[src/rtl/calclk_pkg.sv]
package calclk_pkg;

  localparam int unsigned ADR_SEC   = 0;
  localparam int unsigned ADR_SEC_A = 1;
  localparam int unsigned ADR_MIN   = 2;
  localparam int unsigned ADR_MIN_A = 3;
  localparam int unsigned ADR_HR    = 4;
  localparam int unsigned ADR_HR_A  = 5;
  localparam int unsigned ADR_DOW   = 6;
  localparam int unsigned ADR_DOM   = 7;
  localparam int unsigned ADR_MON   = 8;
  localparam int unsigned ADR_YEAR  = 9;
  localparam int unsigned ADR_STAT  = 10;
  localparam int unsigned ADR_MODE  = 11;
  localparam int unsigned ADR_FLAG  = 12;
  localparam int unsigned ADR_VALID = 13;

  typedef enum logic [1:0] {W_IDLE, W_LEAD, W_TAIL} win_state_e;

  typedef struct packed {
    logic [7:0] sec;
    logic [7:0] min;
    logic [7:0] hour;
    logic [7:0] dow;
    logic [7:0] dom;
    logic [7:0] mon;
    logic [7:0] year;
  } cal_t;

  // stored byte -> plain number
  function automatic logic [6:0] to_num(input logic [7:0] b, input logic bin);
    if (bin) return b[6:0];
    return 7'(b[7:4]) * 7'd10 + 7'(b[3:0]);
  endfunction

  // plain number -> stored byte
  function automatic logic [7:0] to_byte(input logic [6:0] v, input logic bin);
    if (bin) return {1'b0, v};
    return {4'(v / 7'd10), 4'(v % 7'd10)};
  endfunction

  function automatic logic [6:0] days_in(input logic [6:0] month, input logic leap);
    case (month)
      7'd4, 7'd6, 7'd9, 7'd11: return 7'd30;
      7'd2:                    return leap ? 7'd29 : 7'd28;
      default:                 return 7'd31;
    endcase
  endfunction

endpackage

[src/rtl/calclk_window.sv]
module calclk_window
  import calclk_pkg::*;
#(
  parameter int unsigned LEAD_CYC = 4,
  parameter int unsigned TAIL_CYC = 8
) (
  input  logic clk,
  input  logic rst_n,
  input  logic tick,
  input  logic hold,
  output logic uip,
  output logic step,
  output logic done
);
  localparam int unsigned MAXC = (LEAD_CYC > TAIL_CYC) ? LEAD_CYC : TAIL_CYC;
  localparam int unsigned CW   = (MAXC > 1) ? $clog2(MAXC) : 1;
  localparam logic [CW-1:0] LEAD_END = CW'(LEAD_CYC - 1);
  localparam logic [CW-1:0] TAIL_END = CW'(TAIL_CYC - 1);

  win_state_e st_q;
  logic [CW-1:0] cnt_q;
  logic done_q;

  always_ff @(posedge clk) begin
    if (!rst_n) begin
      st_q   <= W_IDLE;
      cnt_q  <= '0;
      done_q <= 1'b0;
    end else begin
      done_q <= 1'b0;
      case (st_q)
        W_IDLE: if (tick && !hold) begin
          st_q  <= W_LEAD;
          cnt_q <= '0;
        end
        W_LEAD: if (cnt_q == LEAD_END) begin
          st_q  <= W_TAIL;
          cnt_q <= '0;
        end else cnt_q <= cnt_q + 1'b1;
        W_TAIL: if (cnt_q == TAIL_END) begin
          st_q   <= W_IDLE;
          done_q <= 1'b1;
        end else cnt_q <= cnt_q + 1'b1;
        default: st_q <= W_IDLE;
      endcase
    end
  end

  assign uip  = (st_q != W_IDLE);
  assign step = (st_q == W_LEAD) && (cnt_q == LEAD_END);
  assign done = done_q;
endmodule

[src/rtl/calclk_advance.sv]
module calclk_advance
  import calclk_pkg::*;
(
  input  cal_t cur,
  input  logic bin,
  input  logic h24,
  output cal_t nxt
);
  logic [6:0] s, m, h, w, d, mo, y, dim, nh;
  logic       c_s, c_m, c_h, c_d, c_mo, pm;
  logic [7:0] hb;

  always_comb begin
    s  = to_num(cur.sec, bin);
    m  = to_num(cur.min, bin);
    w  = to_num(cur.dow, bin);
    d  = to_num(cur.dom, bin);
    mo = to_num(cur.mon, bin);
    y  = to_num(cur.year, bin);
    dim = days_in(mo, y[1:0] == 2'b00);
    nxt = cur;

    c_s = (s >= 7'd59);
    nxt.sec = to_byte(c_s ? 7'd0 : s + 7'd1, bin);
    c_m = c_s && (m >= 7'd59);
    if (c_s) nxt.min = to_byte(c_m ? 7'd0 : m + 7'd1, bin);

    pm = cur.hour[7];
    if (h24) begin
      h   = to_num(cur.hour, bin);
      c_h = c_m && (h >= 7'd23);
      nh  = c_h ? 7'd0 : h + 7'd1;
      hb  = to_byte(nh, bin);
    end else begin
      h = to_num({1'b0, cur.hour[6:0]}, bin);
      if (h == 7'd11) begin
        nh  = 7'd12;
        c_h = c_m && pm;
        pm  = !pm;
      end else begin
        nh  = (h >= 7'd12) ? 7'd1 : h + 7'd1;
        c_h = 1'b0;
      end
      hb = to_byte(nh, bin);
      hb[7] = pm;
    end
    if (c_m) nxt.hour = hb;

    c_d = c_h && (d >= dim);
    if (c_h) begin
      nxt.dow = to_byte((w >= 7'd7) ? 7'd1 : w + 7'd1, bin);
      nxt.dom = to_byte(c_d ? 7'd1 : d + 7'd1, bin);
    end
    c_mo = c_d && (mo >= 7'd12);
    if (c_d)  nxt.mon  = to_byte(c_mo ? 7'd1 : mo + 7'd1, bin);
    if (c_mo) nxt.year = to_byte((y >= 7'd99) ? 7'd0 : y + 7'd1, bin);
  end
endmodule

[src/rtl/cal_clock_core.sv]
module cal_clock_core
  import calclk_pkg::*;
#(
  parameter int unsigned LEAD_CYC = 4,
  parameter int unsigned TAIL_CYC = 8,
  parameter int unsigned AW       = 4
) (
  input  logic          clk,
  input  logic          rst_n,
  input  logic          tick_1hz,
  input  logic          wr_en,
  input  logic [AW-1:0] addr,
  input  logic [7:0]    wr_data,
  output logic [7:0]    rd_data,
  output logic          upd_done
);
  localparam int unsigned N_ALARM = 3;

  cal_t       t_q, t_nxt;
  logic [7:0] mode_q;
  logic [7:0] alarm_q [N_ALARM];
  logic       uip, step, is_time;

  calclk_window #(.LEAD_CYC(LEAD_CYC), .TAIL_CYC(TAIL_CYC)) u_win (
    .clk(clk), .rst_n(rst_n), .tick(tick_1hz), .hold(mode_q[7]),
    .uip(uip), .step(step), .done(upd_done)
  );

  calclk_advance u_adv (
    .cur(t_q), .bin(mode_q[2]), .h24(mode_q[1]), .nxt(t_nxt)
  );

  always_comb begin
    case (int'(addr))
      ADR_SEC, ADR_MIN, ADR_HR, ADR_DOW, ADR_DOM, ADR_MON, ADR_YEAR: is_time = 1'b1;
      default: is_time = 1'b0;
    endcase
  end

  always_ff @(posedge clk) begin
    if (!rst_n) begin
      t_q    <= '{sec: 8'h00, min: 8'h00, hour: 8'h00, dow: 8'h01,
                  dom: 8'h01, mon: 8'h01, year: 8'h00};
      mode_q <= 8'h02;
      for (int i = 0; i < N_ALARM; i++) alarm_q[i] <= 8'h00;
    end else begin
      if (step && !mode_q[7]) t_q <= t_nxt;
      if (wr_en && !(uip && is_time)) begin
        case (int'(addr))
          ADR_SEC:   t_q.sec  <= wr_data;
          ADR_MIN:   t_q.min  <= wr_data;
          ADR_HR:    t_q.hour <= wr_data;
          ADR_DOW:   t_q.dow  <= wr_data;
          ADR_DOM:   t_q.dom  <= wr_data;
          ADR_MON:   t_q.mon  <= wr_data;
          ADR_YEAR:  t_q.year <= wr_data;
          ADR_MODE:  mode_q   <= wr_data;
          ADR_SEC_A: alarm_q[0] <= wr_data;
          ADR_MIN_A: alarm_q[1] <= wr_data;
          ADR_HR_A:  alarm_q[2] <= wr_data;
          default: ;
        endcase
      end
    end
  end

  always_comb begin
    case (int'(addr))
      ADR_SEC:   rd_data = t_q.sec;
      ADR_MIN:   rd_data = t_q.min;
      ADR_HR:    rd_data = t_q.hour;
      ADR_DOW:   rd_data = t_q.dow;
      ADR_DOM:   rd_data = t_q.dom;
      ADR_MON:   rd_data = t_q.mon;
      ADR_YEAR:  rd_data = t_q.year;
      ADR_SEC_A: rd_data = alarm_q[0];
      ADR_MIN_A: rd_data = alarm_q[1];
      ADR_HR_A:  rd_data = alarm_q[2];
      ADR_STAT:  rd_data = {uip, 7'b0};
      ADR_MODE:  rd_data = mode_q;
      ADR_VALID: rd_data = 8'h80;
      default:   rd_data = 8'h00;
    endcase
  end
endmodule

[config.mk]
export PLATFORM = sky130hd
export DESIGN_NAME = cal_clock_core
export DESIGN_NICKNAME = d
export VERILOG_FILES = /design/src/rtl/calclk_pkg.sv /design/src/rtl/calclk_window.sv /design/src/rtl/calclk_advance.sv /design/src/rtl/cal_clock_core.sv
export SDC_FILE = /design/constraint.sdc
export NUM_CORES = 1
export LEC_CHECK = 0
export BUFFER_PORTS_ARGS = -buffer_cell sky130_fd_sc_hd__buf_2
export CORE_ASPECT_RATIO = 0.6
export CORE_MARGIN = 2
export CORE_UTILIZATION = 45
export CTS_CLUSTER_DIAMETER = 60
export DETAILED_ROUTE_END_ITERATION = 8
export GPL_TIMING_DRIVEN = 0
export PLACE_DENSITY_LB_ADDON = 0.1
export SKIP_CTS_REPAIR_TIMING = 1
export SYNTH_ARGS = -nofsm -noshare
export SYNTH_HDL_FRONTEND = slang
export SYNTH_SLANG_ARGS = --single-unit
export TNS_END_PERCENT = 50
[constraint.sdc]
create_clock -name clk -period 6.9 [get_ports clk]
set_input_delay 0 -clock clk [delete_from_list [all_inputs] [get_ports clk]]
set_output_delay 0 -clock clk [all_outputs]
set_load 0.005 [all_outputs]
=== After elaboration in Yosys (flattened, before gate mapping) ===
Memory sizes are Yosys's and may differ from the RTL's.
Index checks and enable logic that the tools add are counted.

* Memories: 1
* Logic and storage cells: 211
* Register bits: 70
* Bits in writable memories: 24
* Output and inout port bits: 9

* Bitwise operators: 3
* Reduce and logical (&&, ||, !) cells: 24
* Add/sub/neg operators: 17
* Multipliers: 8
* Divide/modulo/power cells: 16
* $lt $le $gt $ge: 8
* Multiplexer cells: 97
* Equality and inequality tests: 26

{| class="wikitable"
|+ Memories
! memory !! words !! bits a word !! rd ports !! clocked after memory_dff !! write ports !! line !! RTL
|-
| alarm_q || 3 || 8 || 3 || 0 || 3 || cal_clock_core.sv:21 || <nowiki>logic [7:0] alarm_q [N_ALARM];</nowiki>
|}

{| class="wikitable"
|+ Operators by type and width
! kind !! count
|-
| 8-bit 2-to-1 mux || 29
|-
| 7-bit 2-to-1 mux || 29
|-
| 56-bit 2-to-1 mux || 2
|-
| 8-bit case mux with 13 select lines || 1
|-
| 7-bit by 1-bit adder with 7-bit output, second input constant || 8
|-
| 7-bit by 4-bit adder with 7-bit output || 8
|-
| 7-bit by 4-bit divider with 7-bit output, second input constant || 8
|-
| 7-bit by 4-bit remainder unit with 7-bit output, second input constant || 8
|-
| 4-bit by 3-bit multiplier with 6-bit output, second input constant || 7
|-
| 1-bit 2-to-1 mux || 26
|-
| 7-bit by 4-bit == test with 1-bit output, second input constant || 3
|-
| 4-bit == test, second input constant || 5
|-
| 4-bit by 3-bit == test with 1-bit output, second input constant || 4
|-
| 16-bit 2-to-1 mux || 1
|-
| 7-bit by 3-bit == test with 1-bit output, second input constant || 2
|-
| 7-bit by 4-bit greater-or-equal comparator with 1-bit output, second input constant || 2
|-
| 7-bit by 6-bit greater-or-equal comparator with 1-bit output, second input constant || 2
|-
| 7-bit case mux with 2 select lines || 1
|-
| 1-bit logical AND || 10
|-
| 3-bit 2-to-1 mux || 3
|-
| 3-bit case mux with 3 select lines || 1
|-
| 4-bit by 2-bit == test with 1-bit output, second input constant || 2
|-
| 7-bit by 2-bit == test with 1-bit output, second input constant || 1
|-
| 7-bit by 3-bit greater-or-equal comparator with 1-bit output, second input constant || 1
|-
| other kinds (24) || 35
|}

=== Longest topological paths before layout ===
* Depth in word-level cells: 17
* Gate-level depth with buffers: 33
* Gate-level depth less buffers: 32

=== Cells and area by module ===
Synthesis repeated with hierarchy kept, for this count alone.

* Cell total of the unflattened synthesis: 1547
* Area total of the unflattened synthesis: 11871.4 um2

{| class="wikitable"
|+ By module, submodules not included
! module !! area each (um2) !! instances !! cells an instance
|-
| calclk_advance || 6910.4 || 1 || 976
|-
| cal_clock_core || 4578.1 || 1 || 529
|-
| calclk_window || 382.9 || 1 || 42
|}

=== Worst setup path before layout ===
OpenSTA, ideal clock, no wires.

* Kind: flip-flop to flip-flop
* From: register t_q[13] in the netlist's numbering
* To: register t_q[10] in the netlist's numbering
* Setup slack: 0.210 ns
* Arrival: 6.562 ns
* Library setup time: 0.128 ns
* Buffers on the path: 1
* Stages on the path, launching flop included: 32
* Cell sequence: dfxtp_1 > ha_1 > ha_1 > inv_1 > fa_1 > a211oi_1 > xnor2_1 > mux2i_1 > nor4_1 > a22oi_1 > ha_1 > nand2b_1 > a21oi_1 > a211oi_1 > a211oi_1 > or3_4 > or3_1 > buf_2 > and2_4 > ha_1 > a41o_1 > a31oi_1 > a21oi_1 > mux2i_4 > o31ai_1 > inv_1 > ha_1 > o21ai_0 > and3_1 > or3_4 > a2111oi_4 > a311oi_1

* Longest elaborated chain between the ends: 16

{| class="wikitable"
|+ RTL lines
! item !! line !! RTL
|-
| from (decl) || cal_clock_core.sv:19 || <nowiki>cal_t t_q, t_nxt;</nowiki>
|-
| from (signal assigned) || cal_clock_core.sv:42 || <nowiki>t_q <= '{sec: 8'h00, min: 8'h00, hour: 8'h00, dow: 8'h01,</nowiki>
|-
| from (signal assigned) || cal_clock_core.sv:47 || <nowiki>if (step && !mode_q[7]) t_q <= t_nxt;</nowiki>
|-
| 4-bit by 3-bit multiplier with 6-bit output || calclk_pkg.sv:33 || <nowiki>return 7'(b[7:4]) * 7'd10 + 7'(b[3:0]);</nowiki>
|-
| 7-bit by 4-bit adder with 7-bit output || calclk_pkg.sv:33 ||
|-
| 7-bit 2-to-1 mux * || calclk_pkg.sv:33 ||
|-
| 7-bit by 3-bit == test with 1-bit output or 7-bit by 4-bit == test with 1-bit output (tied branches) || calclk_pkg.sv:43 || <nowiki>case (month)</nowiki>
|-
| 4-bit OR reduction || calclk_pkg.sv:43 ||
|-
| 7-bit case mux with 2 select lines || calclk_pkg.sv:43 ||
|-
| 7-bit greater-or-equal comparator || calclk_advance.sv:49 || <nowiki>c_d = c_h && (d >= dim);</nowiki>
|-
| 1-bit logical AND || calclk_advance.sv:49 ||
|-
| 1-bit logical AND || calclk_advance.sv:54 || <nowiki>c_mo = c_d && (mo >= 7'd12);</nowiki>
|-
| 7-bit 2-to-1 mux || calclk_advance.sv:55 || <nowiki>if (c_d) nxt.mon = to_byte(c_mo ? 7'd1 : mo + 7'd1, bin);</nowiki>
|-
| 7-bit by 4-bit remainder unit with 7-bit output or 8-bit 2-to-1 mux (tied branches) || calclk_pkg.sv:39, calclk_pkg.sv:38 ||
|-
| 8-bit 2-to-1 mux || calclk_pkg.sv:39 || <nowiki>return {4'(v / 7'd10), 4'(v % 7'd10)};</nowiki>
|-
| 8-bit 2-to-1 mux * || calclk_advance.sv:55 ||
|-
| 56-bit 2-to-1 mux * || cal_clock_core.sv:47 ||
|-
| 8-bit 2-to-1 mux || cal_clock_core.sv:49 || <nowiki>case (int'(addr))</nowiki>
|-
| 56-bit 2-to-1 mux * || cal_clock_core.sv:48 || <nowiki>if (wr_en && !(uip && is_time)) begin</nowiki>
|}

Mark *: on every way between the ends. The rest lies on a longest branch, timed or not. The select of a mux whose other input is x is not followed.
A chain may end at the register's enable or synchronous reset.

=== Worst setup path in the final report ===
* From: register t_q[13] in the netlist's numbering
* To: register t_q[20] in the netlist's numbering

* Longest elaborated chain between the ends: 15

{| class="wikitable"
|+ RTL lines
! item !! line !! RTL
|-
| 4-bit by 3-bit multiplier with 6-bit output || calclk_pkg.sv:33 ||
|-
| 7-bit by 4-bit adder with 7-bit output || calclk_pkg.sv:33 ||
|-
| 7-bit 2-to-1 mux * || calclk_pkg.sv:33 ||
|-
| 7-bit by 3-bit == test with 1-bit output or 7-bit by 4-bit == test with 1-bit output (tied branches) || calclk_pkg.sv:43 ||
|-
| 4-bit OR reduction || calclk_pkg.sv:43 ||
|-
| 7-bit case mux with 2 select lines * || calclk_pkg.sv:43 ||
|-
| 7-bit greater-or-equal comparator * || calclk_advance.sv:49 ||
|-
| 1-bit logical AND * || calclk_advance.sv:49 ||
|-
| 7-bit 2-to-1 mux * || calclk_advance.sv:52 || <nowiki>nxt.dom = to_byte(c_d ? 7'd1 : d + 7'd1, bin);</nowiki>
|-
| 7-bit by 4-bit divider with 7-bit output or 8-bit 2-to-1 mux (tied branches) || calclk_pkg.sv:39, calclk_pkg.sv:38 ||
|-
| 8-bit 2-to-1 mux * || calclk_pkg.sv:39 ||
|-
| 16-bit 2-to-1 mux * || calclk_advance.sv:50 || <nowiki>if (c_h) begin</nowiki>
|-
| 56-bit 2-to-1 mux * || cal_clock_core.sv:47 ||
|-
| 8-bit 2-to-1 mux || cal_clock_core.sv:49 ||
|-
| 56-bit 2-to-1 mux * || cal_clock_core.sv:48 ||
|}

Marks and branches as above.

==> metrics.csv <==
stage,metric,value,unit
critical_path,R2R Path End,t_q[20],
power_and_ir_drop,internal power,1.04,mW
critical_path,crit-path max cell delay,500,ps
sta,final hold slack,64.8,ps
sta,final setup vio count,2,
synthesis,synth top area cells,"dfxtp_1 (13%), ha_1 (9.0%), edfxtp_1 (6.5%), a21oi_1 (5.0%), nand2_1 (4.9%)",
synthesis,post-synthesis cell type count,91,
synthesis,"EDFF count, synth",24,
drt,drt wl/cell,23.7,um
outcome,violated checks,setup timing,
critical_path,R2R setup slack,-110,ps
drt,Via Count,12500,
synthesis,Synth Instances,1453,
drt,drt pass-1 iters,7,
sta,total negative slack,-213,ps
placed_design,DP Area,11600,sq um
critical_path,worst path required time,7110,ps
synthesis,top_reg_cell synth,dfxtp_1,
synthesis,Synth Register Bits,94,
critical_path,Buffers & Inverters on Critical Path,2,
min_path,hold path endpoint,t_q[17],
floorplanning,Die Span Y,126,um
global_route,largest net degree at the start of global routing,17,
synthesis,Syn Area/Cell,7.64,sq um
global_route,GR Overflow Total,0,
finish,Diodes inserted,0,
power_and_ir_drop,logic gate share of total power,33.7,%
finish,fin area,12600,sq um
clock_network,Root Driver,clkbuf_16,
power_and_ir_drop,Sw Ratio,37.0,%
clock_network,CTS tree,built,
floorplanning,Initial Util,45.9,%
clock_network,Longest Clk Path Bufs,2,
placed_design,Place WS,-2340,ps
power_and_ir_drop,Static Leak,4.90,nW
global_route,global-route usage over all layers,32.8,%
critical_path,slowest CP cell,fa_1,
global_route,initial antenna violation count,0,
global_route,vias in the first global route,10900,
drt,DRT Wirelength,43.7,mm
finish,layout cells sized above 1,12.4,%
floorplanning,width of the die,207,um
clock_network,"Reg clk slew, reported paths",70,ps
power_and_ir_drop,clock power share,29.2,%
sta,max-slew violations,0,
min_path,hold_sp,wr_data[1],
placed_design,Final Wtd Congestion,0.991,
drt,Antenna Nets Post-Route,0,
critical_path,Critical Path Fanout Max,5,
floorplanning,die area,26000,sq um
floorplanning,I/O pin cnt,25,
sta,PnR worst setup slack,-108,ps
critical_path,critical path arrival,7220,ps
power_and_ir_drop,NetSw,0.611,mW
clock_network,H-Tree Depth,3,
floorplanning,core region area,24200,sq um
power_and_ir_drop,Reg power frac,37.1,%
synthesis,sequential area share after synthesis,19.1,%
finish,Area Overhead vs Synth,13.7,%
sta,final setup skew,7.68,ps
synthesis,Yosys warning total,0,
synthesis,Synth area leader,dfxtp_1,
placed_design,dpl hpwl,33.0,mm
min_path,Worst Hold Class,input pin to register,
finish,Nets,1626,
critical_path,r2r startpoint,t_q[13],
sta,RSZ-0062 raised after global routing,true,
floorplanning,std cell rows,44,
clock_network,Worst-Skew Late Latency,360,ps
sta,Final Hold Violating Endpoints,0,
critical_path,"delay-heaviest family, CP",compound AO/OA/AOI/OAI gates,
power_and_ir_drop,worst vdd ir,0.129,mV
critical_path,Setup crit start kind,register,
synthesis,Netlist Area Pre-Place,11100,sq um
sta,Max Freq,143,MHz
drt,drt via density,6.80,
placed_design,port bufs,16,
min_path,hold depth,3,
outcome,status,"finished, violations left",
critical_path,kind of critical path,register to register,
critical_path,CP Capture Type,register,
clock_network,total CTS buffers,9,
sta,fin crit share,102,%
power_and_ir_drop,PwrDens,131,nW/um^2
drt,1st-iter DRT viols,1776,
synthesis,"FFs w/ async S/R, synth",0,%
sta,measured slew at the worst slew-check pin,1330,ps
critical_path,worst-case reg-to-reg path depth,31,
synthesis,post-synth top area share,12.6,%
sta,relative slew slack,10.8,%
synthesis,Synth Net Count,1563,
drt,drt drc,0,
sta,Final min period,7010,ps
clock_network,CTS Sinks,94,
run,max_cap viols,0,
global_route,first-pass GRT wire length,66.0,mm
==> final cells by class <==
type / count / area [sq um]
Fill cell: 2361 / 11600
Multi-Input combinational cell: 1235 / 8920
Sequential cell: 94 / 2140
Tap cell: 322 / 403
Timing Repair Buffer: 53 / 364
Buffer: 76 / 355
Clock buffer: 9 / 225
Inverter: 47 / 176
Clock inverter: 7 / 48.8
==> synth_stat cells (7+ instances only) <==
cell type	number
nor2_1	129
a31oi_1	21
xnor2_1	26
nor2b_1	14
nor3b_1	12
a22oi_1	16
a2111oi_0	7
dfxtp_1	70
nand2b_1	15
a21oi_1	110
and2_1	28
a211o_1	12
nor4_1	13
ha_1	80
nand4_1	10
o211a_1	10
inv_1	44
o21ai_1	8
a21o_1	11
a221oi_1	17
edfxtp_1	24
buf_1	10
a2bb2oi_1	7
mux2i_1	40
and3_1	19
or3_1	12
nand2_1	144
o22ai_1	10
a32oi_1	9
a211oi_1	25
o211ai_1	28
xor2_1	19
o31ai_1	13
o21ai_0	62
fa_1	14
a31o_2	7
nand3_1	76
o221ai_1	8
clkbuf_1	55
mux2_2	25
a311oi_1	7
nor3_1	61
==> how the worst max path moves through the flow <==
stage,from,to,cells past startpoint
finish,t_q[13],t_q[20],31
floorplan,t_q[13],t_q[10],31
CTS,t_q[13],t_q[20],31
global route,t_q[13],t_q[18],32
detailed placement,t_q[13],t_q[20],31
global placement,t_q[13],t_q[20],31
==> worst min-delay path: stages <==
cell and delay (ps):
buf_2 220, nand2_1 100, a21oi_1 50
==> routing by layer <==
layer | vias to the layer above | part of all wire (%) | global-route usage (%)
met2 | 766 | 38 | 42.3
met3 | 61 | 13 | 7.25
met4 | 0 | 1.7 | 6.93
met1 | 6017 | 48 | 53.6
met5 | - | 0 | 0
li1 | 5683 | - | -
==> cells by family after synthesis <==
logic type / Yosys count / share of synthesized area [%]
xor gates and xnor gates: 46 / 3.75
DFF: 94 / 19.1
and+or+nand+nor: 566 / 24.9
buffers and inverters: 124 / 4.72
adders and majority gates: 95 / 11.6
AOI/OAI and AO/OA: 461 / 29.3
muxes: 67 / 6.54
==> power by group through the flow <==
stage / clock (mW) / combinational (mW) / sequential (mW)
6_report: 0.482 / 0.557 / 0.613
5_1_grt: 0.505 / 0.608 / 0.614
4_1_cts: 0.481 / 0.484 / 0.611
3_5_place_dp: 0 / 0.481 / 0.624
3_3_place_gp: 0 / 0.477 / 0.624
2_1_floorplan: 0 / 0.358 / 0.611
==> through the flow <==
stage                     cells  power, mW  util, %
after floorplan            1453      0.970        -
after global placement     1791       1.10     47.9
after detailed placement   1791       1.10     47.9
after CTS                  1807       1.58     49.0
after global routing       1843       1.73     52.1
final                      1843       1.65     52.1
==> cells in the final DEF (no fill, tap or decap), types with 18 or more instances in the layout <==
cell      instances
o211ai_1         28
a211oi_1         21
ha_1             73
and2_1           27
clkbuf_1         53
nand3_1          75
inv_1            42
nand2_1         143
nor3_1           61
nor2_1          127
xnor2_1          24
o21ai_0          60
mux2_2           25
buf_4            40
dfxtp_1          64
xor2_1           18
a21oi_1         108
edfxtp_1         24
and3_1           18
mux2i_1          38
==> flip-flops by register name (all words and copies together), names as in the netlist <==
register,count
u_win.st_q,2
alarm_q,24
u_win.done,1
u_win.cnt_q,3
mode_q,8
t_q,56
(Power assumes the default switching activity.)
